$ cat config.mk
export PLATFORM = sky130hd
export DESIGN_NAME = secmod_spi_access
export DESIGN_NICKNAME = d
export VERILOG_FILES = /design/src/rtl/secmod_spi_pkg.sv /design/src/rtl/secmod_spi_shift.sv /design/src/rtl/secmod_spi_seq.sv /design/src/rtl/secmod_spi_access.sv
export SDC_FILE = /design/constraint.sdc
export NUM_CORES = 1
export LEC_CHECK = 0
export BUFFER_PORTS_ARGS = -buffer_cell sky130_fd_sc_hd__buf_2
export CORE_MARGIN = 5
export CORE_UTILIZATION = 57
export DETAILED_ROUTE_END_ITERATION = 8
export PLACE_DENSITY = 0.87
export SLEW_MARGIN = 40
export SYNTH_ARGS = -nofsm -noshare
export SYNTH_HDL_FRONTEND = slang
export SYNTH_SLANG_ARGS = --single-unit
$ cat constraint.sdc
create_clock -name clk -period 4.3 [get_ports clk]
set_input_delay 0.43 -clock clk [delete_from_list [all_inputs] [get_ports clk]]
set_output_delay 0.43 -clock clk [all_outputs]
set_load 0.005 [all_outputs]
$ cat src/rtl/secmod_spi_pkg.sv
package secmod_spi_pkg;

  typedef enum logic [1:0] {
    S_IDLE = 2'd0,
    S_HDR  = 2'd1,
    S_POLL = 2'd2,
    S_DATA = 2'd3
  } seq_state_e;

  // Byte count legal range check
  function automatic logic len_in_range(input int len, input int max_bytes);
    return (len >= 1) && (len <= max_bytes);
  endfunction

  // Wire address: base plus offset, wrapped to 24 bits
  function automatic logic [23:0] form_addr(input logic [23:0] base, input logic [23:0] off);
    return base + off;
  endfunction

  // Header byte by position: 0 = command, 1..3 = address high to low
  function automatic logic [7:0] hdr_byte(input logic rd, input logic [5:0] lenm1,
                                          input logic [23:0] addr, input logic [1:0] sel);
    logic [7:0] b;
    case (sel)
      2'd0:    b = {rd, 1'b0, lenm1};
      2'd1:    b = addr[23:16];
      2'd2:    b = addr[15:8];
      default: b = addr[7:0];
    endcase
    return b;
  endfunction

endpackage

$ cat src/rtl/secmod_spi_shift.sv
module secmod_spi_shift #(
  parameter int HALF_DIV = 2
) (
  input  logic       clk,
  input  logic       rst_n,
  input  logic       start,
  input  logic [7:0] tx,
  output logic       done,
  output logic [7:0] rx,
  output logic       sclk,
  output logic       mosi,
  input  logic       miso
);
  localparam int HDW = (HALF_DIV > 1) ? $clog2(HALF_DIV) : 1;

  logic           busy;
  logic [HDW-1:0] div_cnt;
  logic [2:0]     nbit;
  logic [7:0]     tx_sh;
  logic [7:0]     rx_sh;
  logic           half_tick;

  assign half_tick = (div_cnt == HDW'(HALF_DIV - 1));
  assign rx        = rx_sh;

  always_ff @(posedge clk or negedge rst_n) begin
    if (!rst_n) begin
      busy    <= 1'b0;
      div_cnt <= '0;
      nbit    <= '0;
      tx_sh   <= '0;
      rx_sh   <= '0;
      sclk    <= 1'b0;
      mosi    <= 1'b0;
      done    <= 1'b0;
    end else begin
      done <= 1'b0;
      if (!busy) begin
        if (start) begin
          busy    <= 1'b1;
          tx_sh   <= tx;
          mosi    <= tx[7];
          div_cnt <= '0;
          nbit    <= '0;
          sclk    <= 1'b0;
        end
      end else if (half_tick) begin
        div_cnt <= '0;
        if (!sclk) begin
          sclk  <= 1'b1;
          rx_sh <= {rx_sh[6:0], miso};
        end else begin
          sclk <= 1'b0;
          if (nbit == 3'd7) begin
            busy <= 1'b0;
            done <= 1'b1;
          end else begin
            nbit  <= nbit + 3'd1;
            tx_sh <= {tx_sh[6:0], 1'b0};
            mosi  <= tx_sh[6];
          end
        end
      end else begin
        div_cnt <= div_cnt + HDW'(1);
      end
    end
  end

endmodule

$ cat src/rtl/secmod_spi_seq.sv
module secmod_spi_seq
  import secmod_spi_pkg::*;
#(
  parameter int          OFF_W     = 16,
  parameter logic [23:0] ADDR_BASE = 24'hD40000,
  parameter int          MAX_POLL  = 50,
  parameter int          MAX_BYTES = 4,
  parameter int          LEN_W     = 3,
  parameter int          PCNT_W    = 6
) (
  input  logic                   clk,
  input  logic                   rst_n,
  input  logic                   req_valid,
  output logic                   req_ready,
  input  logic                   req_rd,
  input  logic [OFF_W-1:0]       req_off,
  input  logic [LEN_W-1:0]       req_len,
  input  logic [8*MAX_BYTES-1:0] req_wdata,
  output logic                   eng_start,
  output logic [7:0]             eng_tx,
  input  logic                   eng_done,
  input  logic [7:0]             eng_rx,
  output logic                   cs_n,
  output logic                   rsp_done,
  output logic [8*MAX_BYTES-1:0] rsp_rdata,
  output logic                   rsp_err,
  output logic                   rsp_timeout,
  output logic [PCNT_W-1:0]      poll_cnt,
  output logic                   in_poll
);
  localparam int DW    = 8 * MAX_BYTES;
  localparam int IDX_W = ($clog2(MAX_BYTES) > 2) ? $clog2(MAX_BYTES) : 2;

  seq_state_e        st;
  logic              rd_q;
  logic [LEN_W-1:0]  len_q;
  logic [23:0]       addr_q;
  logic [DW-1:0]     wdata_q;
  logic [IDX_W-1:0]  idx;
  logic [PCNT_W-1:0] pcnt;
  logic              to_q;
  logic [5:0]        lenm1_q;

  // Named events
  logic accept, len_ok, hdr_last, want_wait, poll_ready, poll_give_up, data_last;
  logic [23:0] req_addr;

  assign req_ready    = (st == S_IDLE);
  assign accept       = req_valid && req_ready;
  assign len_ok       = len_in_range(int'(req_len), MAX_BYTES);
  assign req_addr     = form_addr(ADDR_BASE, 24'(req_off));
  assign lenm1_q      = 6'(len_q - LEN_W'(1));
  assign hdr_last     = (st == S_HDR) && eng_done && (idx == IDX_W'(3));
  assign want_wait    = hdr_last && rd_q && !eng_rx[0];
  assign poll_ready   = (st == S_POLL) && eng_done && eng_rx[0];
  assign poll_give_up = (st == S_POLL) && eng_done && !eng_rx[0] && (pcnt == PCNT_W'(MAX_POLL));
  assign data_last    = (st == S_DATA) && eng_done && (int'(idx) == int'(len_q) - 1);
  assign poll_cnt     = pcnt;
  assign in_poll      = (st == S_POLL);

  always_ff @(posedge clk or negedge rst_n) begin
    if (!rst_n) begin
      st          <= S_IDLE;
      rd_q        <= 1'b0;
      len_q       <= '0;
      addr_q      <= '0;
      wdata_q     <= '0;
      idx         <= '0;
      pcnt        <= '0;
      to_q        <= 1'b0;
      cs_n        <= 1'b1;
      eng_start   <= 1'b0;
      eng_tx      <= '0;
      rsp_done    <= 1'b0;
      rsp_rdata   <= '0;
      rsp_err     <= 1'b0;
      rsp_timeout <= 1'b0;
    end else begin
      eng_start <= 1'b0;
      rsp_done  <= 1'b0;
      case (st)
        S_IDLE: begin
          if (accept) begin
            rsp_rdata   <= '0;
            rsp_timeout <= 1'b0;
            if (!len_ok) begin
              rsp_done <= 1'b1;
              rsp_err  <= 1'b1;
            end else begin
              rsp_err   <= 1'b0;
              rd_q      <= req_rd;
              len_q     <= req_len;
              addr_q    <= req_addr;
              wdata_q   <= req_wdata;
              idx       <= '0;
              pcnt      <= '0;
              to_q      <= 1'b0;
              cs_n      <= 1'b0;
              eng_start <= 1'b1;
              eng_tx    <= hdr_byte(req_rd, 6'(req_len - LEN_W'(1)), req_addr, 2'd0);
              st        <= S_HDR;
            end
          end
        end
        S_HDR: begin
          if (eng_done) begin
            eng_start <= 1'b1;
            if (want_wait) begin
              pcnt   <= PCNT_W'(1);
              eng_tx <= 8'h00;
              st     <= S_POLL;
            end else if (hdr_last) begin
              idx    <= '0;
              eng_tx <= rd_q ? 8'h00 : wdata_q[7:0];
              st     <= S_DATA;
            end else begin
              idx    <= idx + IDX_W'(1);
              eng_tx <= hdr_byte(rd_q, lenm1_q, addr_q, 2'(idx + IDX_W'(1)));
            end
          end
        end
        S_POLL: begin
          if (eng_done) begin
            eng_start <= 1'b1;
            if (poll_ready || poll_give_up) begin
              to_q   <= poll_give_up;
              idx    <= '0;
              eng_tx <= 8'h00;
              st     <= S_DATA;
            end else begin
              pcnt   <= pcnt + PCNT_W'(1);
              eng_tx <= 8'h00;
            end
          end
        end
        default: begin
          if (eng_done) begin
            if (rd_q) rsp_rdata[8*int'(idx) +: 8] <= eng_rx;
            if (data_last) begin
              cs_n        <= 1'b1;
              rsp_done    <= 1'b1;
              rsp_timeout <= to_q;
              st          <= S_IDLE;
            end else begin
              idx       <= idx + IDX_W'(1);
              eng_start <= 1'b1;
              eng_tx    <= rd_q ? 8'h00 : wdata_q[8*(int'(idx) + 1) +: 8];
            end
          end
        end
      endcase
    end
  end

endmodule

$ cat src/rtl/secmod_spi_access.sv
module secmod_spi_access #(
  parameter int          OFF_W     = 16,
  parameter logic [23:0] ADDR_BASE = 24'hD40000,
  parameter int          HALF_DIV  = 2,
  parameter int          MAX_POLL  = 50,
  parameter int          MAX_BYTES = 4,
  parameter int          LEN_W     = 3
) (
  input  logic                   clk,
  input  logic                   rst_n,
  input  logic                   req_valid,
  output logic                   req_ready,
  input  logic                   req_rd,
  input  logic [OFF_W-1:0]       req_off,
  input  logic [LEN_W-1:0]       req_len,
  input  logic [8*MAX_BYTES-1:0] req_wdata,
  output logic                   rsp_done,
  output logic [8*MAX_BYTES-1:0] rsp_rdata,
  output logic                   rsp_err,
  output logic                   rsp_timeout,
  output logic                   spi_sclk,
  output logic                   spi_cs_n,
  output logic                   spi_mosi,
  input  logic                   spi_miso
);
  localparam int PCNT_W = $clog2(MAX_POLL + 1);

  logic              eng_start;
  logic [7:0]        eng_tx;
  logic              eng_done;
  logic [7:0]        eng_rx;
  logic [PCNT_W-1:0] poll_cnt;
  logic              in_poll;

  secmod_spi_seq #(
    .OFF_W(OFF_W), .ADDR_BASE(ADDR_BASE), .MAX_POLL(MAX_POLL),
    .MAX_BYTES(MAX_BYTES), .LEN_W(LEN_W), .PCNT_W(PCNT_W)
  ) u_seq (
    .clk(clk), .rst_n(rst_n),
    .req_valid(req_valid), .req_ready(req_ready), .req_rd(req_rd),
    .req_off(req_off), .req_len(req_len), .req_wdata(req_wdata),
    .eng_start(eng_start), .eng_tx(eng_tx), .eng_done(eng_done), .eng_rx(eng_rx),
    .cs_n(spi_cs_n), .rsp_done(rsp_done), .rsp_rdata(rsp_rdata),
    .rsp_err(rsp_err), .rsp_timeout(rsp_timeout),
    .poll_cnt(poll_cnt), .in_poll(in_poll)
  );

  secmod_spi_shift #(.HALF_DIV(HALF_DIV)) u_shift (
    .clk(clk), .rst_n(rst_n),
    .start(eng_start), .tx(eng_tx), .done(eng_done), .rx(eng_rx),
    .sclk(spi_sclk), .mosi(spi_mosi), .miso(spi_miso)
  );

endmodule

Word level (Yosys, flattened, before mapping) --
Index checks and enable logic that the tools add are counted.
Word-level totals: register bits 139, bits of input ports 56, output and inout port bits 39
Cells by class: add/sub/neg operators 10, $lt $le $gt $ge 2, equality and inequality tests 22, shifts and indexed selects 3, mux-type cells 97, bitwise logic cells 2, reductions and logical operators 37
Operator list (number):
- two-way mux 32 bit | 3
- two-way mux 8 bit | 10
- case mux 32 bit (2 select lines) | 1
- case mux 8 bit (3 select lines) | 2
- two-way mux 1 bit | 38
- two-way mux 2 bit | 18
- two-way mux 6 bit | 6
- two-way mux 7 bit | 5
- negation 5 -> 33 bit | 1
- variable shift 8 x 33 -> 32 bit (first input constant) | 1
- indexed part select 8 x 33 -> 32 bit | 1
- bitwise mux 32 bit | 1
- equality test 3 x 32 -> 1 bit | 1
- indexed part select 32 x 32 -> 8 bit | 1
- adder 23 x 17 -> 24 bit (first input constant) | 1
- case mux 6 bit (3 select lines) | 1
- AND reduction 8 bit | 2
- two-way mux 3 bit | 5
- logical AND 1 bit | 12
- inequality test 2 bit (second input constant) | 6
- case mux 2 bit (3 select lines) | 2
- AND reduction 4 bit | 3
- subtractor 3 x 1 -> 4 bit (second input constant) | 3
- inequality test 2 x 1 -> 1 bit (second input constant) | 5
- other kinds (27) | 44

Longest topological paths before layout --
depth in word-level cells 8, mapped depth 9, depth with buffers taken out 8

Modules after synthesis --
From an unflattened synthesis, not the netlist that was laid out.
Unflattened totals: cells, all modules 556, area, all modules 6381.1 µm²
By module, submodules not included:
- secmod_spi_seq | times used 1, cells an instance 485, area an instance 5340.1 µm², sequential area each 2728.9 µm²
- secmod_spi_shift | times used 1, cells an instance 71, area an instance 1041.0 µm², sequential area each 575.6 µm²

Least setup slack after synthesis --
No wires, ideal clock.
path kind register to register, start point register u_seq.idx[1], end point register u_seq.eng_tx[2], data arrival time 2014 ps, required time 4175 ps, slack 2162 ps, stages on the path, launching flop included 10, path buffers 2, period minus slack after synthesis 2138 ps, cell sequence dfrtp_1 > buf_2 > inv_1 > ha_1 > clkbuf_1 > a221o_1 > a21oi_1 > a2bb2oi_1 > o21ai_0 > mux2_2
Between the ends: word-level cells in the longest chain between the ends 7, elaborated cells on any way between the ends 22, classes of those cells add/sub: 2; eq/ne: 5; shift: 1; mux: 8; reduce/logical: 6
Ends and longest elaborated chain:
- start, declared | line secmod_spi_seq.sv:39 | logic [IDX_W-1:0] idx;
- start signal, assigned | line secmod_spi_seq.sv:117 | idx <= idx + IDX_W'(1);
- start signal, assigned | line secmod_spi_seq.sv:145 | idx <= idx + IDX_W'(1);
- branches (longest 7 deep; another with adder 2 x 1 -> 3 bit)
- end signal, assigned | line secmod_spi_seq.sv:100 | eng_tx <= hdr_byte(req_rd, 6'(req_len - LEN_W'(1)), req_addr, 2'd0);
- end signal, assigned | line secmod_spi_seq.sv:114 | eng_tx <= rd_q ? 8'h00 : wdata_q[7:0];
- end signal, assigned | line secmod_spi_seq.sv:118 | eng_tx <= hdr_byte(rd_q, lenm1_q, addr_q, 2'(idx + IDX_W'(1)));
- end, declared | line secmod_spi_seq.sv:20 | output logic [7:0] eng_tx,
Several ways; the timed one is not identified. The select of a mux whose other input is x is not followed. A chain may end at the register's enable or synchronous reset.

Final worst setup path --
start point register u_seq.idx[1], end point register u_seq.pcnt[4] (netlist: u_seq.poll_cnt[4])
Between the ends: word-level cells in the longest chain between the ends 6
Ends and longest elaborated chain:
- equality test 2 bit | line secmod_spi_seq.sv:53 | assign hdr_last = (st == S_HDR) && eng_done && (idx == IDX_W'(3));
- logical AND 1 bit | line secmod_spi_seq.sv:53
- logical AND 1 bit (2 in a row) | line secmod_spi_seq.sv:54 | assign want_wait = hdr_last && rd_q && !eng_rx[0];
- inequality test 2 x 1 -> 1 bit (no line)
- AND reduction 7 bit (no line)
- end signal, assigned | line secmod_spi_seq.sv:131 | pcnt <= pcnt + PCNT_W'(1);
- end, declared | line secmod_spi_seq.sv:40 | logic [PCNT_W-1:0] pcnt;
No other way between the ends.

==> results.toml <==
[clock_tree]
clk_pin_slew_ps = 60
insertion_delay_ps = 520
clock_sinks = 132
clockBufferDepth = 2
cts_resized = 0
cts_buffers = 17
cts_setup_buffers = 0
cts_hold_buf = 1
root_buffer = "clkbuf_8"
cts_tree = "yes"
h-tree-depth = 4

[critical_path]
worstPathArrival_ps = 3250
cp-end-kind = "flip-flop"
crit_type = "reg -> reg"
crit_path_start_kind = "flip-flop"
worst_ep_required_time_ps = 4750
critPathMaxFanout = 14

[sta]
maxSlewViolCount = 0
slew_headroom = 0.5192
finalCritPeriodShare = 0.6492
post-route-min-period_ps = 2791
finClkSkew_ps = 8.981
final-hold-violation-count = 0
rsz0062_at_grt = "no"
worst_pin_slew_ps = 711.2
setup_viol = 0
fmax_ghz = 0.3582
finalSetupTns_ps = 0

[placement]
dp.cells = 789
port_buffers = 94
place_congestion = 0.9076
place_area_mm2 = 0.006937
dpl.hpwl_um = 10750

[drt]
via_count = 4924
wl_per_cell_um = 18.95
viasPerCell = 5.983
antenna_left = 0
drc = 0
dr.pass1.iters = 5
drtIter0Drc = 453
finalWirelength_um = 15600

[die]
initial_core_util = 0.5858
die_w_um = 115.8
die_h_um = 115.8
num_rows = 38
core_area_mm2 = 0.01089
die-area_mm2 = 0.01341
ioPinCount = 95

[synth]
synth-edff-count = 0
synthCells = 584
ys_top_cells_by_count = "dfrtp_1 (131), nand2_1 (73), mux2_2 (65)"
ys.warnings.count = 0
synthTopCellsByArea = "dfrtp_1 (51%), mux2_2 (11%), nand2_1 (4.3%)"
synthSimpleGateAreaFrac = 0.1087
async_reset_ff_frac = 1.000
avgSynthCellArea_um2 = 10.92
synth_top_area_share = 0.5139
synth_xor_area_frac = 0.005492
syn_nets = 661
synth_ff_type = "dfrtp_1"
synth_mux_area_frac = 0.1430
synth.distinct_cells = 63
synth_compound_area_frac = 0.1450
synth_fa_ha_area_frac = 0.04119
ys_seq_area_frac = 0.5180
ys_ff_latch = 132
syn-cell-area_mm2 = 0.006379
synth_top_family_by_area = "compound AO/OA/AOI/OAI gates"
yosysMostFrequentCell = "dfrtp_1"
yosysTopAreaCell = "dfrtp_1"

[power_and_ir_drop]
power_mw = 2.806
leakage_nw = 3.710
ir_drop_uv = 217.9
p_per_area_mw_per_mm2 = 370.2

[hold_path]
hold_path_class = "in -> reg"

[final_layout]
final_cells = 823
fillers = 746
layout-drive-gt1-share = 0.3094
fin_area_mm2 = 0.007580
final_util = 0.6962
finalNetCount = 746
areaGrowthSynthToFinish_pct = 18.83

[grt]
grt_overflow = 0
first_global_vias = 5108
antenna_found_initial = 1
grt_first_pass_wirelength_um = 25500
grt_use_total = 0.2463
grt_max_degree = 77

[run_status]
status = "completed"

[run]
maxCapViolCount = 0
## sequential cells by signal, indices dropped and copies added (netlist names), 3 cells and up
| name | cells |
|---|---|
| u_shift.nbit | 3 |
| u_seq.wdata_q | 32 |
| u_shift.tx_sh | 7 |
| u_seq.addr_q | 17 |
| u_seq.len_q | 3 |
| u_shift.rx | 8 |
| u_seq.poll_cnt | 6 |
| u_seq.eng_tx | 8 |
| u_seq.rsp_rdata | 32 |
## cell type report
type,instances,area (um^2),area share
clock inverter,12,180.2,0.02377
timing repair buffer,98,509.2,0.06718
tap,140,175.2,0.02311
sequential,132,3304,0.4360
antenna,1,2.502,0.0003301
inverter,28,105.1,0.01387
multi-input combinational,392,2868,0.3783
clock buffer,20,435.4,0.05744
## critical path, stage by stage (launching register included)
cell and delay (ps):
dfrtp_1 790, ha_1 500, nand4b_1 260, a2bb2oi_1 230
nand4_2 260, or4_1 580, nand3_1 100
## cell usage in the layout (no fill, tap or decap), types with 3 or more instances in the layout
cell type and n:
bufinv_16 4, a22o_1 9, a31oi_1 3, nand4_1 3, buf_4 3, ha_1 20, o21ai_2 4, a2bb2oi_1 3
inv_1 26, nor2b_1 6, nand2_1 73, a211oi_1 3, nand2b_1 7, o22ai_1 6, and2_1 4, nand3b_1 3
nand3_1 10, a221oi_1 3, nor2_1 22, mux2_2 65, clkbuf_16 16, buf_2 93, a21oi_1 18, o2bb2ai_1 3
o21ai_0 53, clkinv_4 4, o31ai_1 4, dfrtp_1 131, mux2i_1 18, a22oi_1 5
## logic make-up after synthesis
logic type,count (synthesis)
AO/OA/AOI/OAI,138
XOR/XNOR,4
adder cells (fa/ha/maj),21
buffers and inverters,60
flip-flops,132
multiplexers,83
AND/OR/NAND/NOR,146
## through the flow
| stage | setup WS [ps] | hold WS [ps] |
|---|---|---|
| after global placement | 1580 | 456.7 |
| after floorplan | 2162 | 134.4 |
| after detailed placement | 1542 | 465.5 |
| final | 1509 | 119.3 |
| after global routing | 1398 | 101.0 |
| after CTS | 1487 | 95.44 |
## power by group
| group | switching, mW | internal, mW | leakage, nW |
|---|---|---|---|
| sequential | 0.00194 | 1.24 | 1.77 |
| combinational | 0.0392 | 0.0234 | 1.64 |
| clock | 0.540 | 0.958 | 0.295 |
| total | 0.581 | 2.22 | 3.71 |
## metal layers
| layer | GRT usage | share of wire |
|---|---|---|
| met5 | 0 | 0.00090 |
| met4 | 0.1090 | 0.026 |
| met3 | 0.05953 | 0.076 |
| met2 | 0.4074 | 0.49 |
| met1 | 0.3091 | 0.41 |
## path summary, 6_finish.rpt
kind	from	end	slack [ps]	depth (start not counted)
setup / recovery	u_seq.idx[1]	u_seq.poll_cnt[4]	1510	6
hold / removal	req_off[7]	u_seq.addr_q[7]	120	3
setup reg to reg	u_seq.idx[1]	u_seq.poll_cnt[4]	1510	6
hold reg to reg	u_seq.rsp_rdata[23]	u_seq.rsp_rdata[23]	480	2
max in group asynchronous	rst_n	u_seq.cs_n	2870	3
min in group asynchronous	rst_n	u_seq.rsp_rdata[20]	500	2
Power figures use the tool's default switching activity.
